File: src/rtl/tsi_port_pkg.sv
package tsi_port_pkg;
  typedef enum logic [1:0] {
    SEL_NONE = 2'b00,
    SEL_DM   = 2'b01,
    SEL_CML  = 2'b10,
    SEL_CMH  = 2'b11
  } mem_sel_e;

  typedef enum logic [1:0] {
    K_NONE = 2'd0,
    K_CTRL = 2'd1,
    K_MEM  = 2'd2
  } acc_kind_e;

  localparam int CR_SPLIT   = 7;
  localparam int CR_PE      = 6;
  localparam int CR_SEL_LSB = 3;
endpackage

File: src/rtl/tsi_port_decode.sv
module tsi_port_decode
  import tsi_port_pkg::*;
#(
  parameter int ADDR_W = 6
) (
  input  logic [ADDR_W-1:0] addr_i,
  input  logic              rd_i,
  input  logic              split_i,
  input  mem_sel_e          sel_cfg_i,
  output acc_kind_e         kind_o,
  output mem_sel_e          tgt_o
);
  always_comb begin
    tgt_o  = SEL_NONE;
    kind_o = K_NONE;
    if (!addr_i[ADDR_W-1]) begin
      if (addr_i[1:0] == 2'b00) kind_o = K_CTRL;
    end else begin
      if (split_i) tgt_o = rd_i ? SEL_DM : SEL_CML;
      else         tgt_o = sel_cfg_i;
      // read-only memory: writes are dropped here
      if (tgt_o != SEL_NONE && !(tgt_o == SEL_DM && !rd_i)) kind_o = K_MEM;
    end
  end
endmodule

File: src/rtl/tsi_port_ctrl_reg.sv
module tsi_port_ctrl_reg #(
  parameter int DATA_W = 8
) (
  input  logic              clk_i,
  input  logic              rst_ni,
  input  logic              we_i,
  input  logic [DATA_W-1:0] wdata_i,
  output logic [DATA_W-1:0] q_o
);
  always_ff @(posedge clk_i or negedge rst_ni) begin
    if (!rst_ni)   q_o <= '0;
    else if (we_i) q_o <= wdata_i;
  end
endmodule

File: src/rtl/tsi_port_seq.sv
module tsi_port_seq
  import tsi_port_pkg::*;
#(
  parameter int DATA_W = 8,
  parameter int CHAN_W = 5,
  parameter int STRM_W = 3,
  localparam int MADDR_W = STRM_W + CHAN_W
) (
  input  logic               clk_i,
  input  logic               rst_ni,
  input  logic               strobe_i,
  input  acc_kind_e          kind_i,
  input  mem_sel_e           tgt_i,
  input  logic               rd_i,
  input  logic [CHAN_W-1:0]  chan_i,
  input  logic [STRM_W-1:0]  strm_i,
  input  logic [DATA_W-1:0]  wdata_i,
  input  logic [DATA_W-1:0]  ctrl_q_i,
  input  logic               slot_free_i,
  input  logic [DATA_W-1:0]  mem_rdata_i,
  output logic               ctrl_we_o,
  output logic               mem_req_o,
  output logic               mem_we_o,
  output mem_sel_e           mem_sel_o,
  output logic [MADDR_W-1:0] mem_addr_o,
  output logic [DATA_W-1:0]  mem_wdata_o,
  output logic [DATA_W-1:0]  rdata_o,
  output logic               ack_no
);
  typedef enum logic [1:0] {S_IDLE, S_WAIT, S_CAPT, S_DONE} st_e;
  st_e st_q;
  logic              rd_q;
  logic [DATA_W-1:0] rdata_q;

  assign ctrl_we_o = (st_q == S_IDLE) && strobe_i && (kind_i == K_CTRL) && !rd_i;
  assign mem_req_o = (st_q == S_WAIT) && strobe_i && slot_free_i;
  assign mem_we_o  = mem_req_o && !rd_q;
  assign ack_no    = (st_q != S_DONE);
  assign rdata_o   = (st_q == S_DONE) ? rdata_q : '0;

  always_ff @(posedge clk_i or negedge rst_ni) begin
    if (!rst_ni) begin
      st_q        <= S_IDLE;
      rd_q        <= 1'b0;
      rdata_q     <= '0;
      mem_sel_o   <= SEL_NONE;
      mem_addr_o  <= '0;
      mem_wdata_o <= '0;
    end else if (!strobe_i) begin
      st_q <= S_IDLE;  // release or abort
    end else begin
      unique case (st_q)
        S_IDLE: begin
          rd_q        <= rd_i;
          mem_sel_o   <= tgt_i;
          mem_addr_o  <= {strm_i, chan_i};
          mem_wdata_o <= wdata_i;
          rdata_q     <= (kind_i == K_CTRL && rd_i) ? ctrl_q_i : '0;
          st_q        <= (kind_i == K_MEM) ? S_WAIT : S_DONE;
        end
        S_WAIT: if (slot_free_i) st_q <= S_CAPT;
        S_CAPT: begin
          if (rd_q) rdata_q <= mem_rdata_i;
          st_q <= S_DONE;
        end
        S_DONE: st_q <= S_DONE;
        default: st_q <= S_IDLE;
      endcase
    end
  end
endmodule

File: src/rtl/tsi_host_port.sv
module tsi_host_port
  import tsi_port_pkg::*;
#(
  parameter int DATA_W = 8,
  parameter int ADDR_W = 6,
  parameter int STRM_W = 3,
  localparam int CHAN_W  = ADDR_W - 1,
  localparam int MADDR_W = STRM_W + CHAN_W
) (
  input  logic               clk_i,
  input  logic               rst_ni,
  input  logic               cs_ni,
  input  logic               ds_ni,
  input  logic               rw_i,
  input  logic [ADDR_W-1:0]  addr_i,
  input  logic [DATA_W-1:0]  wdata_i,
  output logic [DATA_W-1:0]  rdata_o,
  output logic               ack_no,
  input  logic               slot_free_i,
  output logic               mem_req_o,
  output logic               mem_we_o,
  output logic [1:0]         mem_sel_o,
  output logic [MADDR_W-1:0] mem_addr_o,
  output logic [DATA_W-1:0]  mem_wdata_o,
  input  logic [DATA_W-1:0]  mem_rdata_i,
  output logic               proc_en_o
);
  logic [DATA_W-1:0] ctrl_q;
  logic              ctrl_we;
  logic              strobe;
  acc_kind_e         kind;
  mem_sel_e          tgt, sel_cfg, sel_out;

  assign strobe    = !cs_ni && !ds_ni;
  assign sel_cfg   = mem_sel_e'(ctrl_q[CR_SEL_LSB +: 2]);
  assign proc_en_o = ctrl_q[CR_PE];
  assign mem_sel_o = sel_out;

  tsi_port_decode #(.ADDR_W(ADDR_W)) u_dec (
    .addr_i   (addr_i),
    .rd_i     (rw_i),
    .split_i  (ctrl_q[CR_SPLIT]),
    .sel_cfg_i(sel_cfg),
    .kind_o   (kind),
    .tgt_o    (tgt)
  );

  tsi_port_ctrl_reg #(.DATA_W(DATA_W)) u_ctrl (
    .clk_i  (clk_i),
    .rst_ni (rst_ni),
    .we_i   (ctrl_we),
    .wdata_i(wdata_i),
    .q_o    (ctrl_q)
  );

  tsi_port_seq #(.DATA_W(DATA_W), .CHAN_W(CHAN_W), .STRM_W(STRM_W)) u_seq (
    .clk_i      (clk_i),
    .rst_ni     (rst_ni),
    .strobe_i   (strobe),
    .kind_i     (kind),
    .tgt_i      (tgt),
    .rd_i       (rw_i),
    .chan_i     (addr_i[CHAN_W-1:0]),
    .strm_i     (ctrl_q[STRM_W-1:0]),
    .wdata_i    (wdata_i),
    .ctrl_q_i   (ctrl_q),
    .slot_free_i(slot_free_i),
    .mem_rdata_i(mem_rdata_i),
    .ctrl_we_o  (ctrl_we),
    .mem_req_o  (mem_req_o),
    .mem_we_o   (mem_we_o),
    .mem_sel_o  (sel_out),
    .mem_addr_o (mem_addr_o),
    .mem_wdata_o(mem_wdata_o),
    .rdata_o    (rdata_o),
    .ack_no     (ack_no)
  );
endmodule

File: config.mk
export PLATFORM = sky130hd
export DESIGN_NAME = tsi_host_port
export DESIGN_NICKNAME = d
export VERILOG_FILES = /design/src/rtl/tsi_port_pkg.sv /design/src/rtl/tsi_port_decode.sv /design/src/rtl/tsi_port_ctrl_reg.sv /design/src/rtl/tsi_port_seq.sv /design/src/rtl/tsi_host_port.sv
export SDC_FILE = /design/constraint.sdc
export NUM_CORES = 1
export LEC_CHECK = 0
export BUFFER_PORTS_ARGS = -buffer_cell sky130_fd_sc_hd__buf_2
export CAP_MARGIN = 10
export CORE_ASPECT_RATIO = 0.75
export CORE_MARGIN = 5
export CORE_UTILIZATION = 40
export DETAILED_ROUTE_END_ITERATION = 16
export GPL_TIMING_DRIVEN = 0
export PLACE_DENSITY = 0.62
export SLEW_MARGIN = 20
export SYNTH_ARGS = -nofsm -noshare
export SYNTH_HDL_FRONTEND = slang
export SYNTH_SLANG_ARGS = --single-unit
File: constraint.sdc
create_clock -name clk_i -period 2.4 [get_ports clk_i]
set_clock_uncertainty 0.05 [all_clocks]
set_input_delay 0.36 -clock clk_i [delete_from_list [all_inputs] [get_ports clk_i]]
set_output_delay 0.36 -clock clk_i [all_outputs]
set_load 0.01 [all_outputs]
==> results_tabular.tex, run 1 <==
\begin{tabular}{lr}
\hline
Metric & Value \\
\hline
\multicolumn{2}{l}{\textbf{Min path}} \\
\quad Path type of the worst min-delay path & in2async \\
\multicolumn{2}{l}{\textbf{Worst setup path}} \\
\quad Startpoint of the worst-slack reg-to-reg timing path & u\_seq.st\_q[0] \\
\quad Top cell family by delay on the critical path & flip-flops \\
\quad Critical path buffer and inverter count & 2 \\
\quad FF-to-FF path depth & 3 \\
\quad Crit path launch type & flop \\
\quad Data required time at the worst endpoint & 1990 ps \\
\quad CP cell instances & clkbuf\_1 > and3\_1 > buf\_2 \\
\quad CP max FO & 10 \\
\quad Critical Path End Type & output pin \\
\quad Worst stage delay on the critical path & 480 ps \\
\quad R2R setup slack & 710 ps \\
\quad Crit-path slowest cell & sky130\_fd\_sc\_hd\_\_dfrtp\_1 \\
\quad Capturing point of the worst reg2reg path & u\_seq.mem\_sel\_o[1] \\
\quad Arrival time at the worst endpoint & 1410 ps \\
\quad Worst Setup Path Type & reg2out \\
\multicolumn{2}{l}{\textbf{CTS}} \\
\quad Count of hold buffers inserted by post-cts repair & 0 \\
\quad Post\_cts resized & 0 \\
\quad Number of buffers created by CTS & 5 \\
\quad Number of H-tree branching levels & 2 \\
\quad Buffers inserted by post-CTS timing repair & 0 \\
\quad Clk\_lat worst skew & 280 ps \\
\quad CTS tree & yes \\
\quad Max clock buf depth & 2 \\
\quad Clock root buffer master & sky130\_fd\_sc\_hd\_\_clkbuf\_8 \\
\quad Number of clock sinks & 37 \\
\quad Clock-pin slew on the worst setup and hold paths & 60 ps \\
\multicolumn{2}{l}{\textbf{Logic synthesis}} \\
\quad Most area-hungry cell type in the Yosys netlist & sky130\_fd\_sc\_hd\_\_dfrtp\_1 \\
\quad Total of flip-flops plus latches after synthesis & 37 \\
\quad Synthesized instance count & 137 \\
\quad Sequential-to-total area share from yosys stat & 0.555 \\
\quad Proportion of netlist area held by the largest area contributor & 0.555 \\
\quad Cell types occupying the most area after synthesis & sky130\_fd\_sc\_hd\_\_dfrtp\_1 55\%, sky130\_fd\_sc\_hd\_\_mux2\_2 18\%, sky130\_fd\_sc\_hd\_\_a31oi\_1 3.4\% \\
\quad Netlist area before placement & 1670 µm² \\
\quad Total of warnings raised by yosys & 0 \\
\quad Post-Synthesis Mean Instance Area & 12.2 µm² \\
\quad Nets in the synthesized netlist & 165 \\
\quad Count of different cell masters after synthesis & 25 \\
\multicolumn{2}{l}{\textbf{GRT}} \\
\quad Total grt overflow & 0 \\
\quad Maximum number of pins on one net before global-route repair & 38 \\
\quad Via count of the first global-routing pass & 1,354 \\
\quad First-pass GRT wire length & 6590 µm \\
\quad Number of antenna violations at the first check in global routing & 0 \\
\quad Gr usage total & 0.149 \\
\multicolumn{2}{l}{\textbf{Timing}} \\
\quad Number of hold-slack violations in the final timing report & 0 \\
\quad Setup tns final & 0 ps \\
\quad Maximum achievable frequency & 0.551 GHz \\
\quad Final count of negative-setup-slack endpoints & 0 \\
\quad Crit share post-route & 0.756 \\
\quad Max-slew violation total from the final report & 0 \\
\quad Transition time at the pin with the least slew margin & 813 ps \\
\quad RSZ-0062 raised after global routing & no \\
\quad Worst slew margin & 0.458 \\
\quad Final Critical Period & 1820 ps \\
\multicolumn{2}{l}{\textbf{Cells and area}} \\
\quad Syn-to-layout area delta & 25.6\% \\
\quad Fin nets & 229 \\
\quad Ant diodes & 0 \\
\quad Layout cells sized above 1 & 0.485 \\
\quad Fillcell total & 384 \\
\quad Share of the core filled with cells & 0.517 \\
\multicolumn{2}{l}{\textbf{Floorplan}} \\
\quad Count of standard-cell rows & 20 \\
\quad Chip height & 65.9 µm \\
\quad IO Pins & 58 \\
\quad Initial core utilization & 0.412 \\
\quad Core Region & 4050 µm² \\
\quad Area enclosed by the die boundary & 5580 µm² \\
\quad Horizontal extent of the die & 84.6 µm \\
\multicolumn{2}{l}{\textbf{Detailed routing}} \\
\quad Number of vias after detailed routing & 1,291 \\
\quad Vias per std cell & 5.06 \\
\quad Iter 0 DRT Violations & 61 \\
\quad Average wire per cell in the routed design & 15.0 µm \\
\quad DR DRC count & 0 \\
\quad First-pass detailed-route iteration total & 6 \\
\quad Total routed wirelength & 3820 µm \\
\quad DRT antenna net count & 0 \\
\multicolumn{2}{l}{\textbf{Pwr}} \\
\quad Static Leak & 0.00105 µW \\
\quad Worst IR Drop VDD & 0.442 mV \\
\quad Sequential cell fraction of total power & 0.530 \\
\quad Cell internal pwr & 1110 µW \\
\quad Total power density per cell area & 733 nW/µm² \\
\quad Net switching component of the power & 432 µW \\
\quad Design Power & 1540 µW \\
\quad Clock Power Share & 0.253 \\
\quad Switching part of the total & 0.281 \\
\quad Combinational group share of total power & 0.217 \\
\multicolumn{2}{l}{\textbf{Placed design}} \\
\quad Estimated wirelength of the detail-placed design & 2920 µm \\
\quad Placer Congestion & 0.780 \\
\quad Number of buffers inserted by port buffering & 57 \\
\multicolumn{2}{l}{\textbf{Flow run}} \\
\quad Count of maximum capacitance violations & 0 \\
\multicolumn{2}{l}{\textbf{Run status}} \\
\quad Result of the run & finished, final reports clean \\
\hline
\end{tabular}
[synthesized netlist by cell type]
cell type and instances:
sky130_fd_sc_hd__nand3b_4 1, sky130_fd_sc_hd__a211o_1 1, sky130_fd_sc_hd__nor2_1 1, sky130_fd_sc_hd__buf_1 1
sky130_fd_sc_hd__o21ai_0 2, sky130_fd_sc_hd__nand3_1 1, sky130_fd_sc_hd__nor4_4 1, sky130_fd_sc_hd__o21a_1 1
sky130_fd_sc_hd__and3_1 8, sky130_fd_sc_hd__nand4_1 8, sky130_fd_sc_hd__clkbuf_1 5, sky130_fd_sc_hd__a21oi_1 9
sky130_fd_sc_hd__inv_1 2, sky130_fd_sc_hd__and3b_1 1, sky130_fd_sc_hd__nand2b_1 2, sky130_fd_sc_hd__dfrtp_1 37
sky130_fd_sc_hd__a31oi_1 9, sky130_fd_sc_hd__buf_2 1, sky130_fd_sc_hd__nor2b_1 3, sky130_fd_sc_hd__buf_4 2
sky130_fd_sc_hd__and2_1 2, sky130_fd_sc_hd__nor3_1 1, sky130_fd_sc_hd__nand2_1 9, sky130_fd_sc_hd__mux2_2 27
sky130_fd_sc_hd__nor3_2 2
[cell usage in the layout (no fill, tap or decap), types with 2 or more instances in the layout]
| master | n |
|---|---|
| sky130_fd_sc_hd__buf_2 | 58 |
| sky130_fd_sc_hd__dfrtp_1 | 37 |
| sky130_fd_sc_hd__mux2_2 | 27 |
| sky130_fd_sc_hd__nand2_1 | 9 |
| sky130_fd_sc_hd__a21oi_1 | 9 |
| sky130_fd_sc_hd__a31oi_1 | 9 |
| sky130_fd_sc_hd__and3_1 | 8 |
| sky130_fd_sc_hd__nand4_1 | 8 |
| sky130_fd_sc_hd__clkbuf_1 | 5 |
| sky130_fd_sc_hd__clkbuf_8 | 5 |
| sky130_fd_sc_hd__nor2b_1 | 3 |
| sky130_fd_sc_hd__and2_1 | 2 |
| sky130_fd_sc_hd__buf_4 | 2 |
| sky130_fd_sc_hd__inv_1 | 2 |
| sky130_fd_sc_hd__o21ai_0 | 2 |
| sky130_fd_sc_hd__nor3_2 | 2 |
| sky130_fd_sc_hd__nand2b_1 | 2 |
[routing by layer]
layer  wire [µm]  share of wire  GRT usage  vias up
li1            -              -          -      625
met1        1860           0.49      0.204      608
met2        1550           0.41      0.209       54
met3         384           0.10     0.0722        4
met4          21         0.0055     0.0375        0
met5           0              0          0        -
[layout make-up]
| cell class | instances | area [µm²] | area share |
|---|---|---|---|
| tap | 55 | 68.8 | 0.0328 |
| buffer | 9 | 42.5 | 0.0203 |
| timing repair buffer | 57 | 285 | 0.136 |
| clock inverter | 1 | 5.00 | 0.00239 |
| clock buffer | 5 | 68.8 | 0.0328 |
| multi-input combinational | 89 | 693 | 0.331 |
| sequential | 37 | 926 | 0.442 |
| inverter | 2 | 7.51 | 0.00358 |
[registers in the layout, indices dropped and copies added (netlist names)]
name               flops
u_ctrl.q_o             8
u_seq.mem_sel_o        2
u_seq.mem_wdata_o      8
u_seq.mem_addr_o       8
u_seq.st_q             2
u_seq.rd_q             1
u_seq.rdata_q          8
[metrics by stage]
step	hold slack [ps]	instances	worst slack [ps]	area (µm²)
6_report	118	255	585	2100
5_1_grt	190	255	441	2100
4_1_cts	143	255	569	2100
3_5_place_dp	439	249	663	2020
3_3_place_gp	435	249	689	2020
2_1_floorplan	14.4	137	870	1670
[logic make-up (layout without fill, tap and decap cells)]
logic type | count (synthesis) | after routing | share of synthesized area
AO/OA/AOI/OAI | 22 | 22 | 0.0765
AND/OR/NAND/NOR | 40 | 40 | 0.157
multiplexers | 27 | 27 | 0.182
buffers and inverters | 11 | 74 | 0.0300
flip-flops | 37 | 37 | 0.555
[how the worst max path moves through the flow]
stage	endpoint	from	depth (start not counted)
after floorplan	u_seq.mem_addr_o[0]	u_seq.st_q[0]	3
after global placement	u_ctrl.q_o[5]	addr_i[1]	4
after detailed placement	u_ctrl.q_o[3]	addr_i[1]	4
after CTS	rdata_o[3]	u_seq.st_q[0]	3
after global routing	rdata_o[5]	u_seq.st_q[0]	3
final	rdata_o[3]	u_seq.st_q[0]	3
[power groups by stage]
| stage | combinational, µW | sequential [µW] | clock (µW) |
|---|---|---|---|
| 3_3_place_gp | 332 | 817 | 0 |
| 3_5_place_dp | 339 | 824 | 0 |
| 2_1_floorplan | 163 | 843 | 0 |
| 4_1_cts | 340 | 815 | 401 |
| 5_1_grt | 373 | 833 | 435 |
| 6_report | 334 | 815 | 389 |
Note: power is estimated with default switching activity, not from simulation.
==> run 2: changes to the inputs <==
- PLACE_DENSITY: 0.62 -> 0.65
- clock period: 2.4 -> 1.55 ns (I/O delays scaled with it)
==> run 2 against run 1 <==
The flow now finishes with violations (negative hold slack, negative setup slack). Setup slack worse by 670 ps. Register-to-register slack got worse by 730 ps. Largest power group unchanged. Final cell count is 3.1% higher. Final area is 9.9% higher. Clock power increased by 110%. Combinational power increased by 84%. Die area did not move. Largest cell class unchanged. Sequential cell count unchanged.
==> results_tabular.tex, run 2 (same netlist as run 1, synthesis figures left out) <==
\begin{tabular}{lr}
\hline
Metric & Value \\
\hline
\multicolumn{2}{l}{\textbf{Run status}} \\
\quad Result of the run & complete, but fails checks (was finished, final reports clean) \\
\quad Failing checks & negative hold slack, negative setup slack \\
\multicolumn{2}{l}{\textbf{Detailed routing}} \\
\quad Number of vias after detailed routing & 1,352 (was 1,291) \\
\quad Vias per std cell & 5.14 (was 5.06) \\
\quad Average wire per cell in the routed design & 16.5 µm (was 15.0 µm) \\
\quad First-pass detailed-route iteration total & 4 (was 6) \\
\quad DRT antenna net count & 0 (unchanged) \\
\quad Total routed wirelength & 4340 µm (was 3820 µm) \\
\quad Iter 0 DRT Violations & 29 (was 61) \\
\quad DR DRC count & 0 (unchanged) \\
\multicolumn{2}{l}{\textbf{Timing}} \\
\quad Final count of negative-setup-slack endpoints & 9 (was 0) \\
\quad Min setup slack post-route & -81.2 ps (was 585 ps) \\
\quad Worst Hold Margin & -9.58 ps (was 118 ps) \\
\quad Transition time at the pin with the least slew margin & 830 ps (was 813 ps) \\
\quad Worst slew margin & 0.446 (was 0.458) \\
\quad Maximum achievable frequency & 0.613 GHz \\
\quad RSZ-0062 raised after global routing & yes (was no) \\
\quad Max-slew violation total from the final report & 0 (unchanged) \\
\quad Number of hold-slack violations in the final timing report & 21 (was 0) \\
\quad Crit share post-route & 1.05 \\
\quad Final Critical Period & 1630 ps \\
\multicolumn{2}{l}{\textbf{CTS}} \\
\quad Count of hold buffers inserted by post-cts repair & 0 (unchanged) \\
\quad Clk\_lat worst skew & 290 ps (was 280 ps) \\
\quad Number of H-tree branching levels & 2 (unchanged) \\
\quad Max clock buf depth & 2 (unchanged) \\
\quad Number of buffers created by CTS & 5 (unchanged) \\
\quad Clock root buffer master & sky130\_fd\_sc\_hd\_\_clkbuf\_8 (unchanged) \\
\quad Number of clock sinks & 37 (unchanged) \\
\quad Clock-pin slew on the worst setup and hold paths & 70 ps (was 60 ps) \\
\quad CTS tree & yes (unchanged) \\
\multicolumn{2}{l}{\textbf{Worst setup path}} \\
\quad CP max FO & 5 (was 10) \\
\quad Crit path launch type & flop (unchanged) \\
\quad Data required time at the worst endpoint & 1270 ps (was 1990 ps) \\
\quad Critical Path End Type & output pin (unchanged) \\
\quad Worst Setup Path Type & reg2out (unchanged) \\
\quad Arrival time at the worst endpoint & 1350 ps (was 1410 ps) \\
\multicolumn{2}{l}{\textbf{GRT}} \\
\quad Met2 Usage GRT & 0.242 (was 0.209) \\
\quad Met1 GRT Util & 0.202 (was 0.204) \\
\quad Most utilized layer in the global route result & met2 (unchanged) \\
\quad Number of antenna violations at the first check in global routing & 0 (unchanged) \\
\quad Gr usage total & 0.156 (was 0.149) \\
\quad Global-route track usage on met3 & 0.0672 (was 0.0722) \\
\quad First-pass GRT wire length & 6770 µm (was 6590 µm) \\
\quad Maximum number of pins on one net before global-route repair & 38 (unchanged) \\
\quad Total grt overflow & 0 (unchanged) \\
\quad Via count of the first global-routing pass & 1,404 (was 1,354) \\
\multicolumn{2}{l}{\textbf{Min path}} \\
\quad Path type of the worst min-delay path & in2async (unchanged) \\
\multicolumn{2}{l}{\textbf{Pwr}} \\
\quad Cell internal pwr & 1980 µW (was 1110 µW) \\
\quad Worst IR Drop VDD & 0.670 mV (was 0.442 mV) \\
\quad Static Leak & 0.00117 µW (was 0.00105 µW) \\
\quad Combinational group share of total power & 0.227 (was 0.217) \\
\quad Clock Power Share & 0.303 (was 0.253) \\
\quad Total power density per cell area & 1180 nW/µm² (was 733 nW/µm²) \\
\quad Switching part of the total & 0.270 (was 0.281) \\
\quad Sequential cell fraction of total power & 0.469 (was 0.530) \\
\quad Net switching component of the power & 731 µW (was 432 µW) \\
\multicolumn{2}{l}{\textbf{Placed design}} \\
\quad Number of placed cells counting well taps & 249 (unchanged) \\
\quad Number of buffers inserted by port buffering & 57 (unchanged) \\
\quad Estimated wirelength of the detail-placed design & 3000 µm (was 2920 µm) \\
\quad Pre-CTS setup slack & -144 ps (was 663 ps) \\
\quad Placer Congestion & 0.814 (was 0.780) \\
\multicolumn{2}{l}{\textbf{Cells and area}} \\
\quad Commonest cells after routing, fill and taps aside & 60 x sky130\_fd\_sc\_hd\_\_buf\_2, 35 x sky130\_fd\_sc\_hd\_\_dfrtp\_1, 17 x sky130\_fd\_sc\_hd\_\_mux2\_4, 10 x sky130\_fd\_sc\_hd\_\_mux2\_2 (was 58 x sky130\_fd\_sc\_hd\_\_buf\_2, 37 x sky130\_fd\_sc\_hd\_\_dfrtp\_1, 27 x sky130\_fd\_sc\_hd\_\_mux2\_2) \\
\quad Fin nets & 235 (was 229) \\
\quad Layout cells sized above 1 & 0.524 (was 0.485) \\
\quad Ant diodes & 0 (unchanged) \\
\quad Commonest non-fill, non-tap cell in the layout & sky130\_fd\_sc\_hd\_\_buf\_2 (unchanged) \\
\quad Syn-to-layout area delta & 38.1\% (was 25.6\%) \\
\quad Fillcell total & 381 (was 384) \\
\quad Finished Layout Cells & 263 (was 255) \\
\multicolumn{2}{l}{\textbf{Floorplan}} \\
\quad Area enclosed by the die boundary & 5580 µm² (unchanged) \\
\quad Initial core utilization & 0.412 (unchanged) \\
\quad Chip height & 65.9 µm (unchanged) \\
\quad Core Region & 4050 µm² (unchanged) \\
\quad Count of standard-cell rows & 20 (unchanged) \\
\quad Horizontal extent of the die & 84.6 µm (unchanged) \\
\quad IO Pins & 58 (unchanged) \\
\multicolumn{2}{l}{\textbf{Flow run}} \\
\quad Count of maximum capacitance violations & 0 (unchanged) \\
\hline
\end{tabular}
-- run 2: cell types whose count changed in the layout (fill, tap and decap cells not counted), sizes merged --
cell | before | now
buf | 61 | 67
clkbuf | 10 | 11
bufinv | 0 | 1
-- run 2: final cells by class --
class                   count  area [µm²]  area share
well taps                  55        68.8      0.0299
multi-input cells          89         759       0.330
clock buffers               6        72.6      0.0315
plain buffers               9        60.1      0.0261
clock inverters             2        38.8      0.0168
flip-flops and latches     37         928       0.403
inverters                   2        7.51     0.00326
repair buffers             63         369       0.160
-- run 2: metrics by stage --
step / cell area (µm²) / hold slack, ps / power [µW] / utilization / setup TNS [ps]
2_1_floorplan: 1670 / -113 / 1560 / - / 0
3_3_place_gp: 2020 / 312 / 1780 / 0.499 / -1970
3_5_place_dp: 2020 / 322 / 1810 / 0.499 / -2620
4_1_cts: 2170 / 5.89 / 2650 / 0.536 / -113
5_1_grt: 2300 / 58.4 / 2850 / 0.569 / -1750
6_report: 2300 / -9.58 / 2710 / 0.569 / -170
-- run 2: per-layer routing --
metal,share of wire,routed length [µm]
met4,0.0062,27
met3,0.094,406
met5,0,0
met2,0.46,1980
met1,0.44,1930
-- run 2: path summary, 6_finish.rpt --
check	slack, ps	cells after the start	to	start
worst max register to register	-20	4	u_seq.rd_q	u_seq.st_q[1]
worst min-delay path	-10	1	u_seq.st_q[0]	rst_ni
max in group asynchronous	900	1	u_seq.st_q[1]	rst_ni
worst max-delay path	-80	4	mem_we_o	u_seq.st_q[1]
worst min register to register	460	1	u_seq.mem_addr_o[1]	u_seq.mem_addr_o[1]
min in group clk_i	130	2	u_seq.mem_addr_o[3]	addr_i[3]
-- run 2: worst max-delay path, cell delays in order, from the launching register on --
cell                      delay, ps
sky130_fd_sc_hd__dfrtp_2        440
sky130_fd_sc_hd__and3b_1        240
sky130_fd_sc_hd__and2_4         140
sky130_fd_sc_hd__nor2b_1        110
sky130_fd_sc_hd__buf_2          130
-- run 2: power by group through the flow --
stage                     Sequential [µW]  Combinational [µW]  Clock [µW]
after floorplan                      1310                 252           0
after global placement               1270                 512           0
after detailed placement             1280                 525           0
after CTS                            1270                 536         844
after global routing                 1290                 673         888
final                                1270                 616         822
-- run 2: what timing repair did --
action,CTS,global route
gates cloned,0,2
endpoints found under the hold margin,0,0
resized for setup,7,22
pin swaps,2,0
setup buffers,3,1
setup endpoints to repair,45,43
==> run 3: changes to the inputs <==
- PLACE_DENSITY: 0.65 -> 0.64
- SYNTH_HIERARCHICAL: default -> 1
==> run 3 against run 2 <==
The flow still finishes with violations (negative hold slack, negative setup slack). Maximum frequency decreased by 7.0%. Setup slack worse by 120 ps. Core utilization down 1.1 points. Final area rose by 7.5%. Worst hold slack worse by 9.0 ps. Count of clock-buffer cells in the layout decreased by 1. Clock power down 18%. Sequential cell count unchanged. Sequential share of layout area shrank 2.8 points. Critical path type is now reg2reg. Critical endpoint is now u_ctrl/q_o[4].
==> results_tabular.tex, run 3 <==
\begin{tabular}{lr}
\hline
Metric & Value \\
\hline
\multicolumn{2}{l}{\textbf{Timing}} \\
\quad RSZ-0062 raised after global routing & yes (unchanged) \\
\quad Max-slew violation total from the final report & 0 (unchanged) \\
\quad Worst Hold Margin & -18.6 ps (was -9.58 ps) \\
\quad Maximum achievable frequency & 0.570 GHz (was 0.613 GHz) \\
\quad Setup tns final & -1940 ps (was -170 ps) \\
\quad Final count of negative-setup-slack endpoints & 17 (was 9) \\
\quad Number of hold-slack violations in the final timing report & 21 (unchanged) \\
\quad Min setup slack post-route & -204 ps (was -81.2 ps) \\
\quad Worst slew margin & 0.443 (was 0.446) \\
\quad Final Critical Period & 1750 ps (was 1630 ps) \\
\quad Transition time at the pin with the least slew margin & 836 ps (was 830 ps) \\
\quad Crit share post-route & 1.13 (was 1.05) \\
\multicolumn{2}{l}{\textbf{Logic synthesis}} \\
\quad Count of different cell masters after synthesis & 29 (was 25) \\
\quad Most numerous cell types in the synthesized netlist & 37 x sky130\_fd\_sc\_hd\_\_dfrtp\_1, 27 x sky130\_fd\_sc\_hd\_\_mux2\_4, 9 x sky130\_fd\_sc\_hd\_\_a21oi\_1, 9 x sky130\_fd\_sc\_hd\_\_nand2\_1 (was 37 x sky130\_fd\_sc\_hd\_\_dfrtp\_1, 27 x sky130\_fd\_sc\_hd\_\_mux2\_2, 9 x sky130\_fd\_sc\_hd\_\_a21oi\_1, 9 x sky130\_fd\_sc\_hd\_\_a31oi\_1, 9 x sky130\_fd\_sc\_hd\_\_nand2\_1) \\
\quad Proportion of netlist area held by the largest area contributor & 0.509 (was 0.555) \\
\quad Count leader, synth & sky130\_fd\_sc\_hd\_\_dfrtp\_1 (unchanged) \\
\quad Async set or reset register ratio after synthesis & 1.00 (unchanged) \\
\quad Number of synthesized flops with an enable pin & 0 (unchanged) \\
\quad Total of flip-flops plus latches after synthesis & 37 (unchanged) \\
\quad Cell types occupying the most area after synthesis & sky130\_fd\_sc\_hd\_\_dfrtp\_1 51\%, sky130\_fd\_sc\_hd\_\_mux2\_4 22\%, sky130\_fd\_sc\_hd\_\_buf\_6 3.1\% (was sky130\_fd\_sc\_hd\_\_dfrtp\_1 55\%, sky130\_fd\_sc\_hd\_\_mux2\_2 18\%, sky130\_fd\_sc\_hd\_\_a31oi\_1 3.4\%) \\
\quad Most area-hungry cell type in the Yosys netlist & sky130\_fd\_sc\_hd\_\_dfrtp\_1 (unchanged) \\
\quad Nets in the synthesized netlist & 170 (was 165) \\
\quad Sequential-to-total area share from yosys stat & 0.509 (was 0.555) \\
\quad Post-Synthesis Mean Instance Area & 12.8 µm² (was 12.2 µm²) \\
\quad Commonest register cell after synthesis & sky130\_fd\_sc\_hd\_\_dfrtp\_1 (unchanged) \\
\quad Netlist area before placement & 1820 µm² (was 1670 µm²) \\
\quad Total of warnings raised by yosys & 6 (was 0) \\
\quad Synthesized instance count & 142 (was 137) \\
\multicolumn{2}{l}{\textbf{Pwr}} \\
\quad Net switching component of the power & 768 µW (was 731 µW) \\
\quad Sequential cell fraction of total power & 0.477 (was 0.469) \\
\quad Combinational group share of total power & 0.271 (was 0.227) \\
\quad Switching part of the total & 0.289 (was 0.270) \\
\quad Design Power & 2660 µW (was 2710 µW) \\
\quad Cell internal pwr & 1890 µW (was 1980 µW) \\
\quad Total power density per cell area & 1070 nW/µm² (was 1180 nW/µm²) \\
\quad Clock Power Share & 0.252 (was 0.303) \\
\quad Worst IR Drop VDD & 0.559 mV (was 0.670 mV) \\
\quad Static Leak & 0.00121 µW (was 0.00117 µW) \\
\multicolumn{2}{l}{\textbf{Worst setup path}} \\
\quad Data required time at the worst endpoint & 1670 ps (was 1270 ps) \\
\quad CP max FO & 8 (was 5) \\
\quad Critical Path End Type & flop (was output pin) \\
\quad Worst Setup Path Type & reg2reg (was reg2out) \\
\quad Crit path launch type & flop (unchanged) \\
\quad Top cell family by delay on the critical path & flip-flops (was simple AND/OR/NAND/NOR gates) \\
\quad CP cell instances & a211oi\_2 > nor2b\_2 > nor2b\_1 > buf\_4 > and3b\_1 > buf\_6 > mux2\_4 (was and3b\_1 > and2\_4 > nor2b\_1 > buf\_2) \\
\quad Critical path buffer and inverter count & 2 (was 1) \\
\quad R2R setup slack & -200 ps (was -20 ps) \\
\quad Arrival time at the worst endpoint & 1880 ps (was 1350 ps) \\
\quad Crit-path slowest cell & sky130\_fd\_sc\_hd\_\_dfrtp\_1 (was sky130\_fd\_sc\_hd\_\_dfrtp\_2) \\
\quad Worst stage delay on the critical path & 390 ps (was 440 ps) \\
\multicolumn{2}{l}{\textbf{Floorplan}} \\
\quad Horizontal extent of the die & 87.9 µm (was 84.6 µm) \\
\quad Count of standard-cell rows & 21 (was 20) \\
\quad Core Region & 4440 µm² (was 4050 µm²) \\
\quad Area enclosed by the die boundary & 6010 µm² (was 5580 µm²) \\
\quad IO Pins & 58 (unchanged) \\
\quad Chip height & 68.4 µm (was 65.9 µm) \\
\quad Initial core utilization & 0.410 (was 0.412) \\
\multicolumn{2}{l}{\textbf{GRT}} \\
\quad First-pass GRT wire length & 6960 µm (was 6770 µm) \\
\quad Gr usage total & 0.155 (was 0.156) \\
\quad Number of antenna violations at the first check in global routing & 0 (unchanged) \\
\quad Via count of the first global-routing pass & 1,441 (was 1,404) \\
\quad Total grt overflow & 0 (unchanged) \\
\quad Maximum number of pins on one net before global-route repair & 38 (unchanged) \\
\multicolumn{2}{l}{\textbf{CTS}} \\
\quad Clock-pin slew on the worst setup and hold paths & 80 ps (was 70 ps) \\
\quad Max clock buf depth & 2 (unchanged) \\
\quad Count of hold buffers inserted by post-cts repair & 0 (unchanged) \\
\quad Number of H-tree branching levels & 2 (unchanged) \\
\quad Clock root buffer master & sky130\_fd\_sc\_hd\_\_clkbuf\_8 (unchanged) \\
\quad Number of clock sinks & 37 (unchanged) \\
\quad CTS tree & yes (unchanged) \\
\quad Number of buffers created by CTS & 5 (unchanged) \\
\quad Clk\_lat worst skew & 290 ps (about the same) \\
\multicolumn{2}{l}{\textbf{Detailed routing}} \\
\quad Vias per std cell & 5.00 (was 5.14) \\
\quad Number of vias after detailed routing & 1,381 (was 1,352) \\
\quad Iter 0 DRT Violations & 69 (was 29) \\
\quad Average wire per cell in the routed design & 15.9 µm (was 16.5 µm) \\
\quad DRT antenna net count & 0 (unchanged) \\
\quad Total routed wirelength & 4390 µm (was 4340 µm) \\
\quad DR DRC count & 0 (unchanged) \\
\quad First-pass detailed-route iteration total & 4 (unchanged) \\
\multicolumn{2}{l}{\textbf{Cells and area}} \\
\quad Layout cells sized above 1 & 0.589 (was 0.524) \\
\quad Commonest non-fill, non-tap cell in the layout & sky130\_fd\_sc\_hd\_\_buf\_2 (unchanged) \\
\quad Commonest cells after routing, fill and taps aside & 54 x sky130\_fd\_sc\_hd\_\_buf\_2, 35 x sky130\_fd\_sc\_hd\_\_dfrtp\_1, 27 x sky130\_fd\_sc\_hd\_\_mux2\_4, 12 x sky130\_fd\_sc\_hd\_\_buf\_6, 12 x sky130\_fd\_sc\_hd\_\_buf\_4 (was 60 x sky130\_fd\_sc\_hd\_\_buf\_2, 35 x sky130\_fd\_sc\_hd\_\_dfrtp\_1, 17 x sky130\_fd\_sc\_hd\_\_mux2\_4, 10 x sky130\_fd\_sc\_hd\_\_mux2\_2) \\
\quad Fin nets & 246 (was 235) \\
\quad Syn-to-layout area delta & 36.1\% (was 38.1\%) \\
\quad Fillcell total & 403 (was 381) \\
\quad Ant diodes & 0 (unchanged) \\
\multicolumn{2}{l}{\textbf{Min path}} \\
\quad Path type of the worst min-delay path & in2async (unchanged) \\
\multicolumn{2}{l}{\textbf{Run status}} \\
\quad Result of the run & complete, but fails checks (unchanged) \\
\quad Failing checks & negative hold slack, negative setup slack (unchanged) \\
\multicolumn{2}{l}{\textbf{Placed design}} \\
\quad Estimated wirelength of the detail-placed design & 2940 µm (was 3000 µm) \\
\quad Placer Congestion & 0.706 (was 0.814) \\
\quad Number of buffers inserted by port buffering & 57 (unchanged) \\
\multicolumn{2}{l}{\textbf{Flow run}} \\
\quad Count of maximum capacitance violations & 0 (unchanged) \\
\hline
\end{tabular}
-- run 3: area by class of cell --
| class | count | area [µm²] | area share |
|---|---|---|---|
| clock inverters | 3 | 22.5 | 0.00909 |
| repair buffers | 71 | 439 | 0.177 |
| inverters | 2 | 7.51 | 0.00303 |
| plain buffers | 10 | 95.1 | 0.0384 |
| well taps | 57 | 71.3 | 0.0288 |
| flip-flops and latches | 37 | 928 | 0.375 |
| multi-input cells | 91 | 845 | 0.341 |
| clock buffers | 5 | 68.8 | 0.0278 |
-- run 3: through the flow --
| stage | hold WS (ps) | instances | utilization | cell area (µm²) | setup WS, ps |
|---|---|---|---|---|---|
| after global placement | 316 | 256 | 0.491 | 2180 | -429 |
| final | -18.6 | 276 | 0.558 | 2480 | -204 |
| after detailed placement | 331 | 256 | 0.491 | 2180 | -439 |
| after floorplan | -113 | 142 | - | 1820 | -201 |
| after CTS | 5.59 | 272 | 0.531 | 2360 | -146 |
| after global routing | 44.2 | 276 | 0.558 | 2480 | -279 |
-- run 3: logic make-up after synthesis --
logic type             count (synthesis)  share of synthesized area
DFF                                   37                      0.509
buffers and inverters                 14                     0.0522
AOI/OAI and AO/OA                     21                     0.0701
muxes                                 28                      0.228
and+or+nand+nor                       42                      0.141
-- run 3: routing by layer --
metal	wire length, µm	global-route usage	part of all wire
met1	2030	0.200	0.46
met4	21	0.0345	0.0048
met5	0	0	0
met2	2050	0.252	0.47
met3	286	0.0554	0.065
-- run 3: worst paths after layout --
kind,startpoint,endpoint,depth (start not counted)
max in group asynchronous,rst_ni,u_seq/st_q[1],1
setup / recovery,u_ctrl/q_o[4],u_ctrl/q_o[4],7
hold / removal,rst_ni,u_seq/mem_wdata_o[1],1
min in group clk_i,addr_i[4],u_seq/mem_addr_o[4],2
setup reg to reg,u_ctrl/q_o[4],u_ctrl/q_o[4],7
hold reg to reg,u_seq/mem_sel_o[0],u_seq/mem_sel_o[0],1
-- run 3: power groups by stage --
stage	combinational, µW	clock (µW)	sequential (µW)
2_1_floorplan	353	0	1310
3_3_place_gp	609	0	1290
3_5_place_dp	625	0	1290
4_1_cts	682	703	1270
5_1_grt	780	748	1290
6_report	719	670	1270
-- run 3: repair_timing --
item,in CTS,in global routing
gates cloned,0,1
buffers inserted,9,5
gates resized for setup,8,19
endpoints found under the setup margin,19,35
pin swaps,2,8
